==> src/rtl/dp_route_pkg.sv <==
package dp_route_pkg;

  // FIFO write-data source codes
  typedef enum logic [1:0] {
    SRC_ACC0 = 2'd0,
    SRC_ACC1 = 2'd1,
    SRC_ALU  = 2'd2,
    SRC_ZERO = 2'd3
  } fifo_src_e;

  // number of strobe inputs handled by edge detectors
  localparam int unsigned N_STROBE = 4;

endpackage

==> src/rtl/dp_chan_mux.sv <==
module dp_chan_mux #(
  parameter int unsigned N_CH  = 6,
  parameter int unsigned SEL_W = 3
) (
  input  logic [N_CH-1:0]  ch_i,
  input  logic [SEL_W-1:0] sel_i,
  output logic             y_o
);

  // codes past the last channel leave the output at 0
  always_comb begin
    y_o = 1'b0;
    for (int i = 0; i < int'(N_CH); i++) begin
      if (sel_i == SEL_W'(i)) y_o = ch_i[i];
    end
  end

endmodule

==> src/rtl/dp_edge_strobe.sv <==
module dp_edge_strobe (
  input  logic clk,
  input  logic rst_n,
  input  logic lvl_i,
  output logic pulse_o
);

  logic smp_q;
  logic hist_q;

  // both stages reset high: a strobe high at reset is not an edge
  always_ff @(posedge clk or negedge rst_n) begin
    if (!rst_n) begin
      smp_q  <= 1'b1;
      hist_q <= 1'b1;
    end else begin
      smp_q  <= lvl_i;
      hist_q <= smp_q;
    end
  end

  assign pulse_o = smp_q & ~hist_q;

endmodule

==> src/rtl/dp_ctl_store.sv <==
module dp_ctl_store #(
  parameter int unsigned AW = 3,
  parameter int unsigned W  = 16
) (
  input  logic          clk,
  input  logic          rst_n,
  input  logic          we_i,
  input  logic [AW-1:0] waddr_i,
  input  logic [W-1:0]  wdata_i,
  input  logic [AW-1:0] raddr_i,
  output logic [W-1:0]  rdata_o
);

  localparam int unsigned DEPTH = 1 << AW;

  logic [W-1:0] mem_q [DEPTH];

  for (genvar g = 0; g < int'(DEPTH); g++) begin : g_word
    always_ff @(posedge clk or negedge rst_n) begin
      if (!rst_n)                                 mem_q[g] <= '0;
      else if (we_i && waddr_i == AW'(g))         mem_q[g] <= wdata_i;
    end
  end

  assign rdata_o = mem_q[raddr_i];

endmodule

==> src/rtl/dp_route_cfg.sv <==
module dp_route_cfg #(
  parameter int unsigned N_SEL = 11,
  parameter int unsigned SEL_W = 3,
  parameter int unsigned IDX_W = 4
) (
  input  logic                        clk,
  input  logic                        rst_n,
  input  logic                        we_i,
  input  logic [IDX_W-1:0]            idx_i,
  input  logic [SEL_W-1:0]            val_i,
  output logic [N_SEL-1:0][SEL_W-1:0] sel_o
);

  for (genvar g = 0; g < int'(N_SEL); g++) begin : g_sel
    always_ff @(posedge clk or negedge rst_n) begin
      if (!rst_n)                             sel_o[g] <= '0;
      else if (we_i && idx_i == IDX_W'(g))    sel_o[g] <= val_i;
    end
  end

endmodule

==> src/rtl/dp_input_router.sv <==
module dp_input_router
  import dp_route_pkg::*;
#(
  parameter int unsigned N_CH   = 6,
  parameter int unsigned ADDR_W = 3,
  parameter int unsigned WORD_W = 16,
  parameter int unsigned DATA_W = 8
) (
  input  logic                            clk,
  input  logic                            rst_n,
  input  logic [N_CH-1:0]                 route_ch,
  input  logic                            cfg_sel_we,
  input  logic [$clog2(ADDR_W+8)-1:0]     cfg_sel_idx,
  input  logic [$clog2(N_CH)-1:0]         cfg_sel_val,
  input  logic                            cfg_word_we,
  input  logic [ADDR_W-1:0]               cfg_word_addr,
  input  logic [WORD_W-1:0]               cfg_word_data,
  input  logic [DATA_W-1:0]               acc0_i,
  input  logic [DATA_W-1:0]               acc1_i,
  input  logic [DATA_W-1:0]               alu_i,
  output logic [ADDR_W-1:0]               ctl_addr_o,
  output logic [WORD_W-1:0]               ctl_word_o,
  output logic                            shift_in_o,
  output logic                            carry_in_o,
  output logic [1:0]                      fifo_ld_o,
  output logic [1:0]                      reg_ld_o,
  output logic [DATA_W-1:0]               fifo0_din_o,
  output logic [DATA_W-1:0]               fifo1_din_o
);

  localparam int unsigned N_IN      = ADDR_W + 6;
  localparam int unsigned IDX_STB0  = ADDR_W;
  localparam int unsigned IDX_SI    = ADDR_W + 4;
  localparam int unsigned IDX_CI    = ADDR_W + 5;
  localparam int unsigned IDX_FSRC0 = N_IN;
  localparam int unsigned IDX_FSRC1 = N_IN + 1;
  localparam int unsigned N_SEL     = N_IN + 2;
  localparam int unsigned SEL_W     = $clog2(N_CH);
  localparam int unsigned IDX_W     = $clog2(ADDR_W + 8);

  logic [N_SEL-1:0][SEL_W-1:0] sel_q;
  logic [N_IN-1:0]             routed;
  logic [N_STROBE-1:0]         stb_lvl;
  logic [N_STROBE-1:0]         stb_pulse;

  dp_route_cfg #(
    .N_SEL (N_SEL),
    .SEL_W (SEL_W),
    .IDX_W (IDX_W)
  ) cfg_i (
    .clk   (clk),
    .rst_n (rst_n),
    .we_i  (cfg_sel_we),
    .idx_i (cfg_sel_idx),
    .val_i (cfg_sel_val),
    .sel_o (sel_q)
  );

  // one private routing multiplexer per control input
  for (genvar g = 0; g < int'(N_IN); g++) begin : g_route
    dp_chan_mux #(
      .N_CH  (N_CH),
      .SEL_W (SEL_W)
    ) mux_i (
      .ch_i  (route_ch),
      .sel_i (sel_q[g]),
      .y_o   (routed[g])
    );
  end

  // level-sensitive paths
  assign ctl_addr_o = routed[ADDR_W-1:0];
  assign shift_in_o = routed[IDX_SI];
  assign carry_in_o = routed[IDX_CI];

  // edge-sensitive load strobes: fifo0, fifo1, reg0, reg1
  assign stb_lvl = routed[IDX_STB0 +: N_STROBE];

  for (genvar g = 0; g < int'(N_STROBE); g++) begin : g_edge
    dp_edge_strobe edge_i (
      .clk     (clk),
      .rst_n   (rst_n),
      .lvl_i   (stb_lvl[g]),
      .pulse_o (stb_pulse[g])
    );
  end

  assign fifo_ld_o = stb_pulse[1:0];
  assign reg_ld_o  = stb_pulse[3:2];

  dp_ctl_store #(
    .AW (ADDR_W),
    .W  (WORD_W)
  ) store_i (
    .clk     (clk),
    .rst_n   (rst_n),
    .we_i    (cfg_word_we),
    .waddr_i (cfg_word_addr),
    .wdata_i (cfg_word_data),
    .raddr_i (ctl_addr_o),
    .rdata_o (ctl_word_o)
  );

  // FIFO write-data source selection
  fifo_src_e src0, src1;
  assign src0 = fifo_src_e'(sel_q[IDX_FSRC0][1:0]);
  assign src1 = fifo_src_e'(sel_q[IDX_FSRC1][1:0]);

  always_comb begin
    unique case (src0)
      SRC_ACC0: fifo0_din_o = acc0_i;
      SRC_ACC1: fifo0_din_o = acc1_i;
      SRC_ALU:  fifo0_din_o = alu_i;
      default:  fifo0_din_o = '0;
    endcase
    unique case (src1)
      SRC_ACC0: fifo1_din_o = acc0_i;
      SRC_ACC1: fifo1_din_o = acc1_i;
      SRC_ALU:  fifo1_din_o = alu_i;
      default:  fifo1_din_o = '0;
    endcase
  end

endmodule

==> config.mk <==
export PLATFORM = sky130hd
export DESIGN_NAME = dp_input_router
export DESIGN_NICKNAME = d
export VERILOG_FILES = /design/src/rtl/dp_route_pkg.sv /design/src/rtl/dp_chan_mux.sv /design/src/rtl/dp_edge_strobe.sv /design/src/rtl/dp_ctl_store.sv /design/src/rtl/dp_route_cfg.sv /design/src/rtl/dp_input_router.sv
export SDC_FILE = /design/constraint.sdc
export NUM_CORES = 1
export LEC_CHECK = 0
export BUFFER_PORTS_ARGS = -buffer_cell sky130_fd_sc_hd__clkbuf_2
export CAP_MARGIN = 10
export CELL_PAD_IN_SITES_DETAIL_PLACEMENT = 0
export CELL_PAD_IN_SITES_GLOBAL_PLACEMENT = 1
export CORE_ASPECT_RATIO = 0.7
export CORE_MARGIN = 2
export CORE_UTILIZATION = 52
export CTS_CLUSTER_DIAMETER = 40
export DETAILED_ROUTE_END_ITERATION = 16
export PLACE_DENSITY = 0.85
export SLEW_MARGIN = 10
export SYNTH_ARGS = -nofsm -noshare
export SYNTH_HDL_FRONTEND = slang
export SYNTH_SLANG_ARGS = --single-unit
export TNS_END_PERCENT = 10
==> constraint.sdc <==
create_clock -name clk -period 5.08 [get_ports clk]
set_input_delay 0.762 -clock clk [delete_from_list [all_inputs] [get_ports clk]]
set_output_delay 0.762 -clock clk [all_outputs]
set_load 0.05 [all_outputs]
* Yosys cells after proc, flatten, opt, wreduce, memory -nomap -nowiden
Cells that the tools add are included.
** Word-level totals
- Input bits :: 60
- Bits in registers :: 167
- Word-level logic and storage cells :: 194
** Cells by class
- Magnitude comparators :: 1
- Bitwise operators :: 9
- Equal/unequal tests :: 66
- Reductions and logical operators :: 32
- Muxes and demuxes :: 59
** Operator list (number)
- $eq A3 B3 Y1 const B :: 22
- $eq A3 B2 Y1 const B :: 20
- $mux W1 :: 54
- $bmux W16 S3 :: 1
- $pmux W8 S3 :: 2
- $mux W16 :: 2
- $eq A3 B1 Y1 const B :: 10
- $logic_not A3 Y1 :: 10
- $logic_and A1 B1 Y1 :: 19
- $eq A4 B3 Y1 const B :: 4
- $eq A4 B4 Y1 const B :: 3
- $eq A4 B2 Y1 const B :: 2
- $and A1 B1 Y1 :: 4
- $eq A2 B1 Y1 const B :: 2
- $eq A2 B2 Y1 const B :: 2
- $eq A4 B1 Y1 const B :: 1
- $ge A4 B4 Y1 const B :: 1
- $logic_not A2 Y1 :: 2
- $logic_not A4 Y1 :: 1
- $not A1 Y1 :: 4
- $not A3 Y4 :: 1

* Depth between registers and ports, before layout
- Depth after elaboration :: 11
- Mapped depth :: 9
- Depth with buffers taken out :: 7

* Cells and area by module
A second synthesis with hierarchy kept.
** Unflattened totals
- Cell total of the unflattened synthesis :: 514
- Area, all modules :: 8395.6 sq um
** By module, submodules not included
- dp_ctl_store :: times used 1, area an instance 5933.2 sq um, cells an instance 336
- dp_route_cfg :: times used 1, area an instance 1343.8 sq um, cells an instance 87
- dp_chan_mux :: times used 9, area an instance 47.5 sq um, cells an instance 4
- dp_input_router :: times used 1, area an instance 425.4 sq um, cells an instance 43
- dp_edge_strobe :: times used 4, area an instance 66.3 sq um, cells an instance 3

* Worst setup path after synthesis
Ideal clock, no wire load.
- Kind :: input -> output
- Start :: in route_ch[5]
- End :: out ctl_word_o[10]
- Stages :: 9
- Data required time :: 4318 ps
- Data arrival time :: 3208 ps
- Setup slack :: 1110 ps
- Path buffers :: 2
- Cells stage by stage :: buf_2 > mux2i_1 > nor3b_1 > nor3_1 > inv_1 > nand3_1 > buf_2 > o22ai_1 > a221oi_1
** On the way
- Cells in the longest elaborated chain, start to end :: 5
** Ends and longest elaborated chain
- start: declaration :: line dp_input_router.sv:11 : input logic [N_CH-1:0] route_ch,
- $mux W1 :: line dp_chan_mux.sv:14 : if (sel_i == SEL_W'(i)) y_o = ch_i[i];
- via g_route[1].mux_i.y_o :: line dp_chan_mux.sv:7 : output logic y_o
- $not A3 Y4 (not written as such) :: line dp_ctl_store.sv:25 : assign rdata_o = mem_q[raddr_i];
- $bmux W16 S3 :: line dp_ctl_store.sv:25
- $mux W16 (not written as such) (2 in series) :: line dp_ctl_store.sv:25
- end: declaration :: line dp_input_router.sv:22 : output logic [WORD_W-1:0] ctl_word_o,
The timed path passes the listed nets, and every way through them passes these cells. The select of a mux whose other input is x is not followed.

* Final worst setup path
- Start :: in route_ch[5]
- End :: out ctl_word_o[2]
** On the way
- Cells in the longest elaborated chain, start to end :: 5
** Ends and longest elaborated chain (line)
- $mux W1 :: dp_chan_mux.sv:14
- $not A3 Y4 (not written as such) * :: dp_ctl_store.sv:25
- $bmux W16 S3 * :: dp_ctl_store.sv:25
- $mux W16 (not written as such) * (2 in series) :: dp_ctl_store.sv:25
Mark *: on every way between the ends. The rest lies on a longest branch, timed or not. The select of a mux whose other input is x is not followed.

==> run summary <==
CTS sink count: 167
ANT nets after route: 0
Async SR Flop Fraction: 1.00
F_max: 0.248 GHz
Most common cell after layout, fill and taps aside: mux2_2
Cell Pwr Density: 518 nW/um^2
Vias in the first global route: 5461
Headroom to the max-slew limit: 0.268
RSZ-0062 raised after global routing: no
Gpl congestion: 0.818
Initial antenna violation count: 0
Worst Path Required: 4320 ps
Reg-to-Reg Start: cfg_i.sel_o[9]
Die Height: 109 um
Least-Margin Pin Slew: 1090 ps
Top_reg_cell synth: dfrtp_1
Peak VDD IR: 0.375 mV
Most frequent cells in the layout: 191 x mux2_2, 159 x dfrtp_1, 99 x clkbuf_2
DPL Wire Length: 12000 um
DRT Wirelength: 18100 um
Setup TNS: 0 ps
Leakage: 0.00414 uW
CP Launch Type: primary input
Final setup viols: 0
Number of port buffers: 100
Seq cells post-synth: 167
CP max FO: 15
Global-route wire length before repair: 28900 um
Register area share after synthesis: 0.511
Status: finished, final reports clean
Util after Layout: 0.605
CTS H-tree depth: 4
CP Data Arrival Time: 3270 ps
Tmin final: 4030 ps
Via count: 5255
CP Class: in2out
CTS Buffer Depth: 2
Worst setup startpoint: route_ch[5]
# rows: 38
Syn_nets: 665
Initial core utilization: 0.531
Clock buffers created by TritonCTS: 17
Clock root cell: clkbuf_16
Post-Synthesis Cell Area: 8210 um^2
Worst skew pair latency: 410 ps
Total track usage: 0.225
Routed wire per std cell: 20.0 um
Final Max Tran Viols: 0
Crit. End Element: output port
Post-CTS sizing: 0
Number of post-CTS setup repair buffers: 0
Initial drt markers: 316
Via density: 5.80
Max-cap violation count: 0
Final WS setup: 1050 ps
Setup WS pre-CTS: 1080 ps
Die area: 16800 um^2
Synthesis-to-layout area growth: 14.0%
Min-delay worst type: reg2reg
I/O pins: 101
Gate Count Post-Synth: 605
Post-route clock skew: 2.66 ps
Core area: 15500 um^2
Detailed Routing Iterations Pass 1: 4
Top-area cell type share of the netlist area: 0.485
Post-synth EDFFs: 0
Syn avg cell area: 13.6 um^2
Total Nets Final: 754
Layout cell share with drive strength beyond 1: 0.494
Synth area leaders: dfrtp_1 48%, mux2_2 26%, mux2i_1 7.7%
CTS tree: yes
HP Start: g_edge[2].edge_i.smp_q
Die X: 154 um
Clock slew at reported path FFs: 60 ps
DRC: 0
Fin. Hold Viols: 0
Hold_buf cts: 0
Yosys cell types: 38
Tcrit/Tclk final: 0.794
Gr ovfl total: 0
Leading area contributor after synthesis: dfrtp_1
N_diodes: 0
Pin count of the biggest net entering global routing: 126
Yosys Warn Count: 0
worst max-delay path: stages:
cell and delay, ps:
clkbuf_2 170, mux2i_1 190, nor3b_1 70, nor3_1 370, inv_1 190, nand3_1 640
o22ai_1 220, a221oi_1 310, clkbuf_2 340
per-stage QoR:
step / instance area, um^2 / hold WS [ps] / std cells / power [uW]
CTS: 9350 / 362 / 906 / 4880
finish: 9350 / 360 / 906 / 4850
global placement: 8770 / 353 / 875 / 3560
global route: 9350 / 368 / 906 / 5090
detailed placement: 8770 / 354 / 875 / 3610
floorplan: 8210 / 351 / 605 / 3260
path summary, 6_finish.rpt:
check / end / cells after the start / slack (ps)
worst max-delay path: ctl_word_o[2] / 9 / 1050
worst min-delay path: g_edge[2].edge_i.hist_q / 0 / 360
worst max register to register: g_edge[0].edge_i.smp_q / 2 / 3770
worst min register to register: g_edge[2].edge_i.hist_q / 0 / 360
max in group asynchronous: g_edge[2].edge_i.smp_q / 2 / 3470
min in group asynchronous: store_i.mem_q[57] / 1 / 470
logic make-up after synthesis:
kind of cell | synth area share
buffers and inverters | 0.0342
flip-flops | 0.511
AND/OR/NAND/NOR | 0.0514
AO/OA/AOI/OAI | 0.0485
multiplexers | 0.355
metal layers:
metal,track usage,up-vias,share of wire
met2,0.338,141,0.45
met3,0.0640,21,0.064
met4,0.0748,0,0.015
li1,-,2404,-
met5,0,-,0
met1,0.319,2689,0.47
flip-flops by register name, indices dropped and copies added (netlist names):
name / flops
store_i.mem_q: 128
cfg_i.sel_o: 31
g_edge.edge_i.hist_q: 4
g_edge.edge_i.smp_q: 4
cell type report:
class | count | area (um^2)
Timing Repair Buffer | 109 | 577
Fill cell | 1232 | 6100
Multi-Input combinational cell | 395 | 3740
Sequential cell | 167 | 4190
Inverter | 4 | 20.0
Clock inverter | 7 | 93.8
Clock buffer | 24 | 482
Tap cell | 200 | 250
cell usage after synthesis, drive strengths merged, types with 6 or more instances:
master,instances
mux2i,63
dfstp,8
o21ai,19
o22ai,14
buf,20
nor2,13
nand2,25
a221oi,14
dfrtp,159
nor2b,6
mux2,191
nand2b,7
clkbuf,19
mux4,6
power breakdown:
part           internal, uW  total (uW)  switching, uW  leakage [uW]
combinational           669        1740           1080       0.00187
clock                   761        1260            498      0.000277
sequential             1650        1840            196       0.00200
total                  3080        4850           1770       0.00414
Power figures use the tool's default switching activity.
